$ cat src/rtl/slc_pkg.sv
package slc_pkg;
  typedef enum logic [1:0] {
    ST_OFF  = 2'd0,
    ST_INIT = 2'd1,
    ST_RUN  = 2'd2
  } slc_state_e;

  localparam int MANT_W    = 16;   // unsigned gain mantissa, 32768 means unity
  localparam int FRAC_BITS = 15;
  localparam int OCT_CODES = 12;   // 0.5 dB codes per 6 dB binary shift

  function automatic int unsigned max3(int unsigned a, int unsigned b, int unsigned c);
    int unsigned m;
    m = (a > b) ? a : b;
    return (m > c) ? m : c;
  endfunction
endpackage

$ cat src/rtl/slc_level_detect.sv
module slc_level_detect #(
  parameter int DATA_W = 16
) (
  input  logic              clk,
  input  logic              rst,
  input  logic              in_valid,
  input  logic [DATA_W-1:0] in_sample,
  input  logic [DATA_W-1:0] lim_level,
  input  logic [DATA_W-1:0] rec_level,
  output logic              loud,
  output logic              quiet,
  output logic              zero_cross
);
  localparam int MAG_W = DATA_W + 1;

  logic [MAG_W-1:0] mag;
  logic             prev_neg;
  logic             cur_neg;

  assign cur_neg = in_sample[DATA_W-1];

  // magnitude is one bit wider so the most negative code maps to its true size
  always_comb begin
    if (cur_neg) mag = MAG_W'(0) - {1'b1, in_sample};
    else         mag = {1'b0, in_sample};
  end

  assign loud       = mag > {1'b0, lim_level};
  assign quiet      = mag < {1'b0, rec_level};
  assign zero_cross = (in_sample == '0) || (cur_neg != prev_neg);

  always_ff @(posedge clk) begin
    if (rst)           prev_neg <= 1'b0;
    else if (in_valid) prev_neg <= cur_neg;
  end

  assert_bands_exclusive_R6: assert property (@(posedge clk) disable iff (rst)
    (lim_level >= rec_level) |-> !(loud && quiet));
endmodule

$ cat src/rtl/slc_gain_ctrl.sv
module slc_gain_ctrl
  import slc_pkg::*;
#(
  parameter int ATT_W      = 6,
  parameter int ATT_MAX    = 63,
  parameter int LIM_PERIOD = 2,
  parameter int REC_LONG   = 2048,
  parameter int REC_SHORT  = 512,
  parameter int INIT_LONG  = 2048,
  parameter int INIT_SHORT = 512,
  parameter int ZC_TIMEOUT = 2048
) (
  input  logic             clk,
  input  logic             rst,
  input  logic             en,
  input  logic             mode,
  input  logic             in_valid,
  input  logic             loud,
  input  logic             quiet,
  input  logic             zero_cross,
  output logic [ATT_W-1:0] att_code
);
  localparam int unsigned CNT_TOP = max3(max3(LIM_PERIOD, REC_LONG, REC_SHORT),
                                         max3(INIT_LONG, INIT_SHORT, ZC_TIMEOUT), 2);
  localparam int CNT_W = $clog2(CNT_TOP + 1);

  localparam logic [CNT_W-1:0] LIM_LAST   = CNT_W'(LIM_PERIOD - 1);
  localparam logic [CNT_W-1:0] RECL_LAST  = CNT_W'(REC_LONG - 1);
  localparam logic [CNT_W-1:0] RECS_LAST  = CNT_W'(REC_SHORT - 1);
  localparam logic [CNT_W-1:0] INITL_LAST = CNT_W'(INIT_LONG - 1);
  localparam logic [CNT_W-1:0] INITS_LAST = CNT_W'(INIT_SHORT - 1);
  localparam logic [CNT_W-1:0] TO_LAST    = CNT_W'(ZC_TIMEOUT - 1);
  localparam logic [ATT_W-1:0] ATT_TOP    = ATT_W'(ATT_MAX);

  slc_state_e       state;
  logic             en_q;
  logic             init_mode;
  logic [CNT_W-1:0] init_cnt;
  logic [CNT_W-1:0] lim_cnt;
  logic [CNT_W-1:0] rec_cnt;
  logic [CNT_W-1:0] to_cnt;
  logic             armed;
  logic [CNT_W-1:0] rec_last;
  logic [CNT_W-1:0] init_last;
  logic [ATT_W-1:0] att_up;
  logic [ATT_W-1:0] att_down;

  assign rec_last  = mode      ? RECS_LAST  : RECL_LAST;
  assign init_last = init_mode ? INITS_LAST : INITL_LAST;
  assign att_up    = (att_code >= ATT_TOP) ? ATT_TOP : att_code + ATT_W'(1);
  assign att_down  = (att_code >= ATT_W'(2)) ? att_code - ATT_W'(2) : '0;

  always_ff @(posedge clk) begin
    if (rst) begin
      state     <= ST_OFF;
      en_q      <= 1'b0;
      init_mode <= 1'b0;
      init_cnt  <= '0;
      lim_cnt   <= '0;
      rec_cnt   <= '0;
      to_cnt    <= '0;
      armed     <= 1'b0;
      att_code  <= '0;
    end else begin
      en_q <= en;
      if (!en) begin
        state    <= ST_OFF;
        att_code <= '0;
        init_cnt <= '0;
        lim_cnt  <= '0;
        rec_cnt  <= '0;
        to_cnt   <= '0;
        armed    <= 1'b0;
      end else if (!en_q) begin
        state     <= ST_INIT;
        init_mode <= mode;
        att_code  <= '0;
        init_cnt  <= '0;
        lim_cnt   <= '0;
        rec_cnt   <= '0;
        to_cnt    <= '0;
        armed     <= 1'b0;
      end else begin
        case (state)
          ST_INIT: begin
            if (in_valid) begin
              if (init_cnt >= init_last) begin
                state    <= ST_RUN;
                init_cnt <= '0;
              end else begin
                init_cnt <= init_cnt + CNT_W'(1);
              end
            end
          end
          ST_RUN: begin
            if (in_valid) begin
              if (loud) begin
                rec_cnt <= '0;
                to_cnt  <= '0;
                armed   <= 1'b0;
                if (lim_cnt >= LIM_LAST) begin
                  lim_cnt  <= '0;
                  att_code <= att_up;
                end else begin
                  lim_cnt <= lim_cnt + CNT_W'(1);
                end
              end else if (quiet) begin
                lim_cnt <= '0;
                if (!armed) begin
                  if (rec_cnt >= rec_last) begin
                    armed   <= 1'b1;
                    rec_cnt <= '0;
                  end else begin
                    rec_cnt <= rec_cnt + CNT_W'(1);
                  end
                end else if (zero_cross || to_cnt >= TO_LAST) begin
                  att_code <= att_down;
                  armed    <= 1'b0;
                  to_cnt   <= '0;
                end else begin
                  to_cnt <= to_cnt + CNT_W'(1);
                end
              end else begin
                lim_cnt <= '0;
                rec_cnt <= '0;
                to_cnt  <= '0;
                armed   <= 1'b0;
              end
            end
          end
          default: state <= ST_OFF;
        endcase
      end
    end
  end

  assert_up_single_step_R4: assert property (@(posedge clk) disable iff (rst)
    (att_code > $past(att_code)) |-> (att_code == $past(att_code) + ATT_W'(1)));

  assert_down_two_or_floor_R7: assert property (@(posedge clk) disable iff (rst)
    ($past(en) && att_code < $past(att_code)) |->
      (($past(att_code) - att_code == ATT_W'(2)) || att_code == '0));

  assert_hold_at_max_R5: assert property (@(posedge clk) disable iff (rst)
    (en && att_code == ATT_TOP && in_valid && loud) |=> (att_code == ATT_TOP));

  assert_dead_band_hold_R6: assert property (@(posedge clk) disable iff (rst)
    (en && in_valid && !loud && !quiet) |=> $stable(att_code));

  assert_disable_clears_R11: assert property (@(posedge clk) disable iff (rst)
    !en |=> (att_code == '0));

  assert_init_idle_R3: assert property (@(posedge clk) disable iff (rst)
    (en && !en_q) |=> (att_code == '0 && state == ST_INIT));
endmodule

$ cat src/rtl/slc_gain_rom.sv
module slc_gain_rom
  import slc_pkg::*;
#(
  parameter int ATT_W = 6,
  parameter int SH_W  = 3
) (
  input  logic [ATT_W-1:0]  code,
  output logic [MANT_W-1:0] mant,
  output logic [SH_W-1:0]   shift
);
  logic [3:0] idx;
  int         code_i;

  assign code_i = int'(code);
  assign idx    = 4'(code_i % OCT_CODES);
  assign shift  = SH_W'(code_i / OCT_CODES);

  // one 6 dB span of mantissas in 0.5 dB steps; larger codes add binary shifts
  always_comb begin
    case (idx)
      4'd0:    mant = 16'd32768;
      4'd1:    mant = 16'd30935;
      4'd2:    mant = 16'd29205;
      4'd3:    mant = 16'd27571;
      4'd4:    mant = 16'd26029;
      4'd5:    mant = 16'd24573;
      4'd6:    mant = 16'd23198;
      4'd7:    mant = 16'd21900;
      4'd8:    mant = 16'd20675;
      4'd9:    mant = 16'd19519;
      4'd10:   mant = 16'd18427;
      4'd11:   mant = 16'd17396;
      default: mant = 16'd32768;
    endcase
  end
endmodule

$ cat src/rtl/slc_scaler.sv
module slc_scaler
  import slc_pkg::*;
#(
  parameter int DATA_W = 16,
  parameter int SH_W   = 3
) (
  input  logic              clk,
  input  logic              rst,
  input  logic              in_valid,
  input  logic [DATA_W-1:0] in_sample,
  input  logic [MANT_W-1:0] mant,
  input  logic [SH_W-1:0]   shift,
  output logic              out_valid,
  output logic [DATA_W-1:0] out_sample
);
  localparam int PROD_W = DATA_W + MANT_W + 1;
  localparam int SHT_W  = $clog2(FRAC_BITS + (1 << SH_W) + 1);

  logic signed [PROD_W-1:0] prod;
  logic signed [PROD_W-1:0] scaled;
  logic [SHT_W-1:0]         total_shift;

  assign prod        = PROD_W'($signed(in_sample)) * PROD_W'($signed({1'b0, mant}));
  assign total_shift = SHT_W'(FRAC_BITS) + SHT_W'(shift);
  assign scaled      = prod >>> total_shift;

  always_ff @(posedge clk) begin
    if (rst) begin
      out_valid  <= 1'b0;
      out_sample <= '0;
    end else begin
      out_valid <= in_valid;
      if (in_valid) out_sample <= scaled[DATA_W-1:0];
    end
  end

  assert_valid_follows_R2: assert property (@(posedge clk) disable iff (rst)
    in_valid |=> out_valid);

  assert_no_spurious_valid_R2: assert property (@(posedge clk) disable iff (rst)
    !in_valid |=> !out_valid);

  assert_hold_when_idle_R2: assert property (@(posedge clk) disable iff (rst)
    (!in_valid && !$past(rst)) |=> $stable(out_sample));
endmodule

$ cat src/rtl/sample_level_ctrl.sv
module sample_level_ctrl
  import slc_pkg::*;
#(
  parameter int DATA_W     = 16,
  parameter int ATT_W      = 6,
  parameter int ATT_MAX    = 63,
  parameter int LIM_PERIOD = 2,
  parameter int REC_LONG   = 2048,
  parameter int REC_SHORT  = 512,
  parameter int INIT_LONG  = 2048,
  parameter int INIT_SHORT = 512,
  parameter int ZC_TIMEOUT = 2048
) (
  input  logic              clk,
  input  logic              rst,
  input  logic              en,
  input  logic              mode,
  input  logic [DATA_W-1:0] lim_level,
  input  logic [DATA_W-1:0] rec_level,
  input  logic              in_valid,
  input  logic [DATA_W-1:0] in_sample,
  output logic              out_valid,
  output logic [DATA_W-1:0] out_sample,
  output logic [ATT_W-1:0]  att_code
);
  localparam int SH_W = $clog2(((1 << ATT_W) - 1) / OCT_CODES + 1);

  logic              loud;
  logic              quiet;
  logic              zero_cross;
  logic [MANT_W-1:0] mant;
  logic [SH_W-1:0]   shift;

  slc_level_detect #(.DATA_W(DATA_W)) detect_i (
    .clk        (clk),
    .rst        (rst),
    .in_valid   (in_valid),
    .in_sample  (in_sample),
    .lim_level  (lim_level),
    .rec_level  (rec_level),
    .loud       (loud),
    .quiet      (quiet),
    .zero_cross (zero_cross)
  );

  slc_gain_ctrl #(
    .ATT_W      (ATT_W),
    .ATT_MAX    (ATT_MAX),
    .LIM_PERIOD (LIM_PERIOD),
    .REC_LONG   (REC_LONG),
    .REC_SHORT  (REC_SHORT),
    .INIT_LONG  (INIT_LONG),
    .INIT_SHORT (INIT_SHORT),
    .ZC_TIMEOUT (ZC_TIMEOUT)
  ) ctrl_i (
    .clk        (clk),
    .rst        (rst),
    .en         (en),
    .mode       (mode),
    .in_valid   (in_valid),
    .loud       (loud),
    .quiet      (quiet),
    .zero_cross (zero_cross),
    .att_code   (att_code)
  );

  slc_gain_rom #(.ATT_W(ATT_W), .SH_W(SH_W)) rom_i (
    .code  (att_code),
    .mant  (mant),
    .shift (shift)
  );

  slc_scaler #(.DATA_W(DATA_W), .SH_W(SH_W)) scale_i (
    .clk        (clk),
    .rst        (rst),
    .in_valid   (in_valid),
    .in_sample  (in_sample),
    .mant       (mant),
    .shift      (shift),
    .out_valid  (out_valid),
    .out_sample (out_sample)
  );

  assert_reset_state_R1: assert property (@(posedge clk)
    $past(rst) |-> (att_code == '0 && !out_valid));
endmodule

$ cat config.mk
export PLATFORM = sky130hd
export DESIGN_NAME = sample_level_ctrl
export DESIGN_NICKNAME = d
export VERILOG_FILES = /design/src/rtl/slc_pkg.sv /design/src/rtl/slc_level_detect.sv /design/src/rtl/slc_gain_ctrl.sv /design/src/rtl/slc_gain_rom.sv /design/src/rtl/slc_scaler.sv /design/src/rtl/sample_level_ctrl.sv
export SDC_FILE = /design/constraint.sdc
export NUM_CORES = 1
export LEC_CHECK = 0
export ABC_AREA = 1
export BUFFER_PORTS_ARGS = -buffer_cell sky130_fd_sc_hd__buf_4
export CORE_UTILIZATION = 60
export DETAILED_ROUTE_END_ITERATION = 12
export GPL_TIMING_DRIVEN = 0
export PLACE_DENSITY = 0.79
export RECOVER_POWER = 50
export SLEW_MARGIN = 5
export SYNTH_ARGS = -nofsm -noshare
export SYNTH_HDL_FRONTEND = slang
export SYNTH_HIERARCHICAL = 1
export SYNTH_SLANG_ARGS = --single-unit
$ cat constraint.sdc
create_clock -name clk -period 8.48 [get_ports clk]
set_input_delay 0.424 -clock clk [delete_from_list [all_inputs] [get_ports clk]]
set_output_delay 0.424 -clock clk [all_outputs]
set_load 0.01 [all_outputs]
Yosys cells after proc, flatten, opt, wreduce, memory -nomap -nowiden
Memory sizes are Yosys's and may differ from the RTL's.
Index checks and enable logic that the tools add are counted.
{"block": "word_totals", "regBits": 77, "romBits": 256, "in_bits": 53, "output_inout_bits": 23, "wordCells": 94, "memories": 1}
{"name": "(name not given)", "words": 16, "word_bits": 16, "read_ports": 1, "rd_clocked_by_memory_dff": 0, "write_ports": 0, "line": "slc_gain_rom.sv:20", "source": "case (idx)"}
{"block": "classes", "n_addsub": 8, "multipliers": 1, "n_div": 2, "order_cmp": 8, "eq_ne": 11, "shifts": 1, "n_mux": 30, "bitwise": 3, "n_reduce_logical": 16}
{"operator": "$mux W12", "count": 11}
{"operator": "$add A12 B1 Y12 const B", "count": 4}
{"operator": "$mux W6", "count": 7}
{"operator": "$mul A16 B17 Y33", "count": 1}
{"operator": "$sshr A33 B5 Y16", "count": 1}
{"operator": "$div A7 B5 Y32 const B", "count": 1}
{"operator": "$mod A7 B5 Y32 const B", "count": 1}
{"operator": "$ge A12 B12 Y1", "count": 2}
{"operator": "$mux W11", "count": 2}
{"operator": "$gt A17 B16 Y1", "count": 1}
{"operator": "$lt A17 B16 Y1", "count": 1}
{"operator": "$mux W17", "count": 1}
{"operator": "$sub A1 B17 Y17 const A", "count": 1}
{"operator": "$logic_not A16 Y1", "count": 1}
{"operator": "$ge A12 B1 Y1 const B", "count": 1}
{"operator": "$ge A12 B11 Y1 const B", "count": 1}
{"operator": "$reduce_and A3 Y1", "count": 4}
{"operator": "$add A6 B1 Y6 const B", "count": 1}
{"operator": "$ge A6 B2 Y1 const B", "count": 1}
{"operator": "$ge A6 B6 Y1 const B", "count": 1}
{"operator": "$mux W1", "count": 6}
{"operator": "$ne A2 B2 Y1 const B", "count": 3}
{"operator": "$ne A3 B2 Y1 const B", "count": 2}
{"operator": "$ne A3 B3 Y1 const B", "count": 2}
{"operator": "other kinds (15)", "count": 23}

Depth between registers and ports, before layout
{"block": "logic_depth", "word_depth": 7, "depth_mapped": 49, "ltp_nobuf": 46}

Hierarchy
The synthesis kept the hierarchy.
{"mod": "slc_scaler", "n_inst": 1, "cells_per_inst": 1879, "area_each_um2": 12250.5, "seq_area_each_um2": 340.3}
{"mod": "slc_gain_ctrl", "n_inst": 1, "cells_per_inst": 452, "area_each_um2": 3115.5, "seq_area_each_um2": 1181.1}
{"mod": "slc_level_detect", "n_inst": 1, "cells_per_inst": 212, "area_each_um2": 1266.2, "seq_area_each_um2": 20.0}
{"mod": "slc_gain_rom", "n_inst": 1, "cells_per_inst": 92, "area_each_um2": 556.8, "seq_area_each_um2": 0.0}

Least setup slack after synthesis
Ideal clock, no wire load.
{"block": "synth_timing", "path_type": "register -> register", "startpoint": "register ctrl_i.att_code[4]", "endpoint": "register scale_i.out_sample[14]", "setup_time_ns": 0.109, "arrival_time_ns": 7.315, "t_required_ns": 8.371, "path_slack_ns": 1.057, "stages_incl_launch_ff": 47, "n_path_buf": 3, "period_less_slack_ns": 7.423, "cell_sequence": "dfxtp_1 dlygate4sd1_1 ha_1 inv_1 nand2_1 nand2_2 nand3_2 nand2_2 nand3_4 nand2_4 nand2_2 nand2_4 nand2_4 o21ai_2 clkbuf_1 clkbuf_1 nand2_1 fa_1 [11 not listed] nand2_1 nand2_1 nand2_1 nand2_1 a21oi_2 nand2_1 nand2_1 nand3_1 nand3_1 nand2_1 nand2_1 nand2_1 nand2_1 nand2_1 nand2_1 nand3_1 nand2_1 inv_1"}
{"block": "synth_between", "elab_cells_between_ends": 6, "classes_between": "add/sub: 1; mul: 1; div: 2; shift: 1; memory: 1"}
{"item": "start, declared", "line": "slc_gain_ctrl.sv:21", "source": "output logic [ATT_W-1:0] att_code"}
{"item": "start signal, assigned", "line": "slc_gain_ctrl.sv:103", "source": "att_code <= att_up;"}
{"item": "start signal, assigned", "line": "slc_gain_ctrl.sv:117", "source": "att_code <= att_down;"}
{"item": "$div A7 B5 Y32", "line": "slc_gain_rom.sv:16", "source": "assign shift = SH_W'(code_i / OCT_CODES);"}
{"item": "via shift[1]", "line": "sample_level_ctrl.sv:32", "source": "logic [SH_W-1:0] shift;"}
{"item": "$add A4 B3 Y5", "line": "slc_scaler.sv:24", "source": "assign total_shift = SHT_W'(FRAC_BITS) + SHT_W'(shift);"}
{"item": "$sshr A33 B5 Y16", "line": "slc_scaler.sv:25", "source": "assign scaled = prod >>> total_shift;"}
{"item": "end signal, assigned", "line": "slc_scaler.sv:33", "source": "if (in_valid) out_sample <= scaled[DATA_W-1:0];"}
{"item": "end, declared", "line": "slc_scaler.sv:14", "source": "output logic [DATA_W-1:0] out_sample"}
The timed path passes the listed nets, and every way through them passes these cells.
A chain may end at the register's enable or synchronous reset.

Worst setup path after layout
Same ends and word-level chain as after synthesis.

==> metrics.csv <==
metric;value;unit
slew_violations;0;
io_buffers;75;
dp_hpwl;40.32;mm
p_leak;10.80;nW
grt_pass1_vias;16390;
worstSetupPathType;flip-flop to flip-flop;
p_sw_share;40.36;%
hold_viol;0;
finalSetupViolations;0;
clk_latency;340;ps
layout-drive-gt1-share;9.690;%
n_fill_cell;2640;
worstSetupStartpointType;flip-flop;
yosys.area.top_type;fa_1;
cap_violations;0;
ys_warn_count;6;
routed-via-count;16680;
syn_nets;3059;
status;completed;
die_area;0.02933;sq mm
grt_max_degree;16;
first_pass_iters;7;
seqPwrFrac;29.5;%
synth_edf_count;0;
numCtsBuffers;9;
crit_family;adder cells;
place.gp.congestion;1.001;
yosysSeqAreaShare;8.968;%
reg2reg_slack;370;ps
coreArea;0.02801;sq mm
overflow;0;
place_area;0.01823;sq mm
ir_worst_vdd;139.3;uV
cts_root_buf;clkbuf_16;
place_inst;3088;
wire_per_inst;15.52;um
worstPathMaxFanout;10;
p_int;0.0007613;W
worst-path-buf-inv;9;
instances_no_fill;3123;
period_share;95.61;%
seq_area;0.001545;sq mm
ctsHtreeMaxLevel;3;
timing.fmax;123.3;MHz
async_flop_share;0;%
min_period;8108;ps
fin_tns_setup;0;ps
row_count;61;
arrival;8340;ps
max_stage_delay;590;ps
floorplan.initialDensity;61.37;%
cts.sinks;77;
synth_area_leaders;fa_1 (23%), nand2_1 (16%), inv_1 (13%), ha_1 (13%), dfxtp_1 (9.0%);
multi_input_area;0.01310;sq mm
powerDensity;67.62;mW/mm^2
use_met1;41.44;%
timing.hold.ws;372.6;ps
busiest_layer;met2;
antenna_left;0;
synth_area;0.01719;sq mm
cts_tree;done;
drt_iter0_drc;1037;
synth_top_area_share;22.59;%
yosysMostFrequentCell;nand2_1;
grt_usage;33.52;%
max-slew-margin-rel;50.32;%
crit_slowest_cell;fa_1;
synthCells;2635;
wl;48.47;mm
fin_worst_skew;13.67;ps
diodes;0;
ys_types;50;
area_delta_synth_final;9.827;%
drcViolationCount;0;
ios;76;
avgSynthCellArea;6.523;sq um
clock_power_share;28.4;%
synth-seq-cells;77;
antenna_found_initial;0;
die_h;171.3;um
required;8710;ps
use_met3;3.659;%
combPwrFrac;42.1;%
clock_path_buffers;2;
power.switching;0.0005153;W
cts_hold_buf;0;
grtUsageMet2;58.57;%
clk_pin_slew;70;ps
synth_common_cells;nand2_1 (735), inv_1 (600), nand3_1 (242), fa_1 (194), ha_1 (177);
endpoint_kind;flip-flop;
grt_pass1_wl;78.45;mm
setup_ws;371.9;ps
fp.dieW;171.3;um
ys.flop_type;dfxtp_1;
nNetsFinal;3164;
design_area;0.01888;sq mm
hp-class;primary input to flip-flop;
worst_slew_pin_slew;745.2;ps
vias_per_cell;5.342;
dp_worst_setup_slack;-562.7;ps
-- flip-flops by register name, summed over array words and instances (netlist names), 2 cells and up --
| signal | flops |
|---|---|
| ctrl_i/to_cnt | 12 |
| ctrl_i/init_cnt | 12 |
| scale_i/out_sample | 16 |
| ctrl_i/rec_cnt | 12 |
| ctrl_i/state | 2 |
| ctrl_i/att_code | 6 |
| ctrl_i/lim_cnt | 12 |
-- power by group through the flow --
stage	logic [W]	clock network, W	registers (W)
finish	0.000537	0.000362	0.000377
global route	0.000602	0.000380	0.000378
global placement	0.000517	0	0.000385
floorplan	0.000362	0	0.000389
CTS	0.000530	0.000371	0.000378
detailed placement	0.000527	0	0.000385
-- final cells by class --
cell class / instances / area share, %
Timing Repair Buffer: 103 / 3.599
Tap cell: 378 / 2.505
Clock buffer: 9 / 1.193
Multi-Input combinational cell: 1847 / 69.41
Buffer: 91 / 2.638
Sequential cell: 77 / 8.185
Inverter: 611 / 12.17
Clock inverter: 7 / 0.3049
-- layout by cell type (no fill, tap or decap), types with 18 or more instances in the layout --
cell type	n
a21oi_1	70
clkbuf_1	72
inv_1	600
nand4_1	18
nand3_2	21
nand3_1	237
fa_1	193
nor2_1	151
nor3_1	30
ha_1	171
nand2_1	728
buf_4	83
nand2_2	34
o21ai_0	47
buf_2	21
dfxtp_1	76
xor2_1	25
-- final timing paths --
| check | startpoint | endpoint | cells after the start |
|---|---|---|---|
| setup / recovery | ctrl_i/att_code[4] | scale_i/out_sample[14] | 41 |
| hold / removal | en | ctrl_i/en_q | 3 |
| setup reg to reg | ctrl_i/att_code[4] | scale_i/out_sample[14] | 41 |
| hold reg to reg | ctrl_i/lim_cnt[5] | ctrl_i/lim_cnt[5] | 2 |
-- cells by family (layout without fill, tap and decap cells) --
kind of cell,after synthesis,count (layout),share of synthesized area [%]
AO/OA/AOI/OAI,167,167,5.554
XOR/XNOR,34,34,1.732
AND/OR/NAND/NOR,1273,1273,32.38
multiplexers,2,2,0.1165
adder cells (fa/ha/maj),371,371,35.48
buffers and inverters,711,821,15.77
flip-flops,77,77,8.968
-- per-layer routing --
layer	up-vias	part of all wire, %
li1	8155	-
met1	7777	41
met2	600	48
met3	150	6.5
met4	0	4.8
met5	-	0
-- timing repair --
| item | CTS | global route |
|---|---|---|
| setup buffers | 0 | 28 |
| pin swaps | 0 | 20 |
| endpoints found under the setup margin | 16 | 16 |
| gates resized for setup | 26 | 97 |
-- worst register-to-register path: cells and delay by family (launching register included) --
kind / cells / cell delay, ps
buf+inv: 9 / 890
flops: 1 / 380
simple gates: 23 / 2600
compound gates: 1 / 310
fa+ha+maj: 8 / 3860
-- metrics by stage --
stage,util (%),total power [W]
after floorplan,-,0.0007505
after global placement,65.06,0.0009022
after detailed placement,65.06,0.0009125
after CTS,66.20,0.001279
after global routing,67.40,0.001360
final,67.40,0.001277
(Power assumes the default switching activity.)
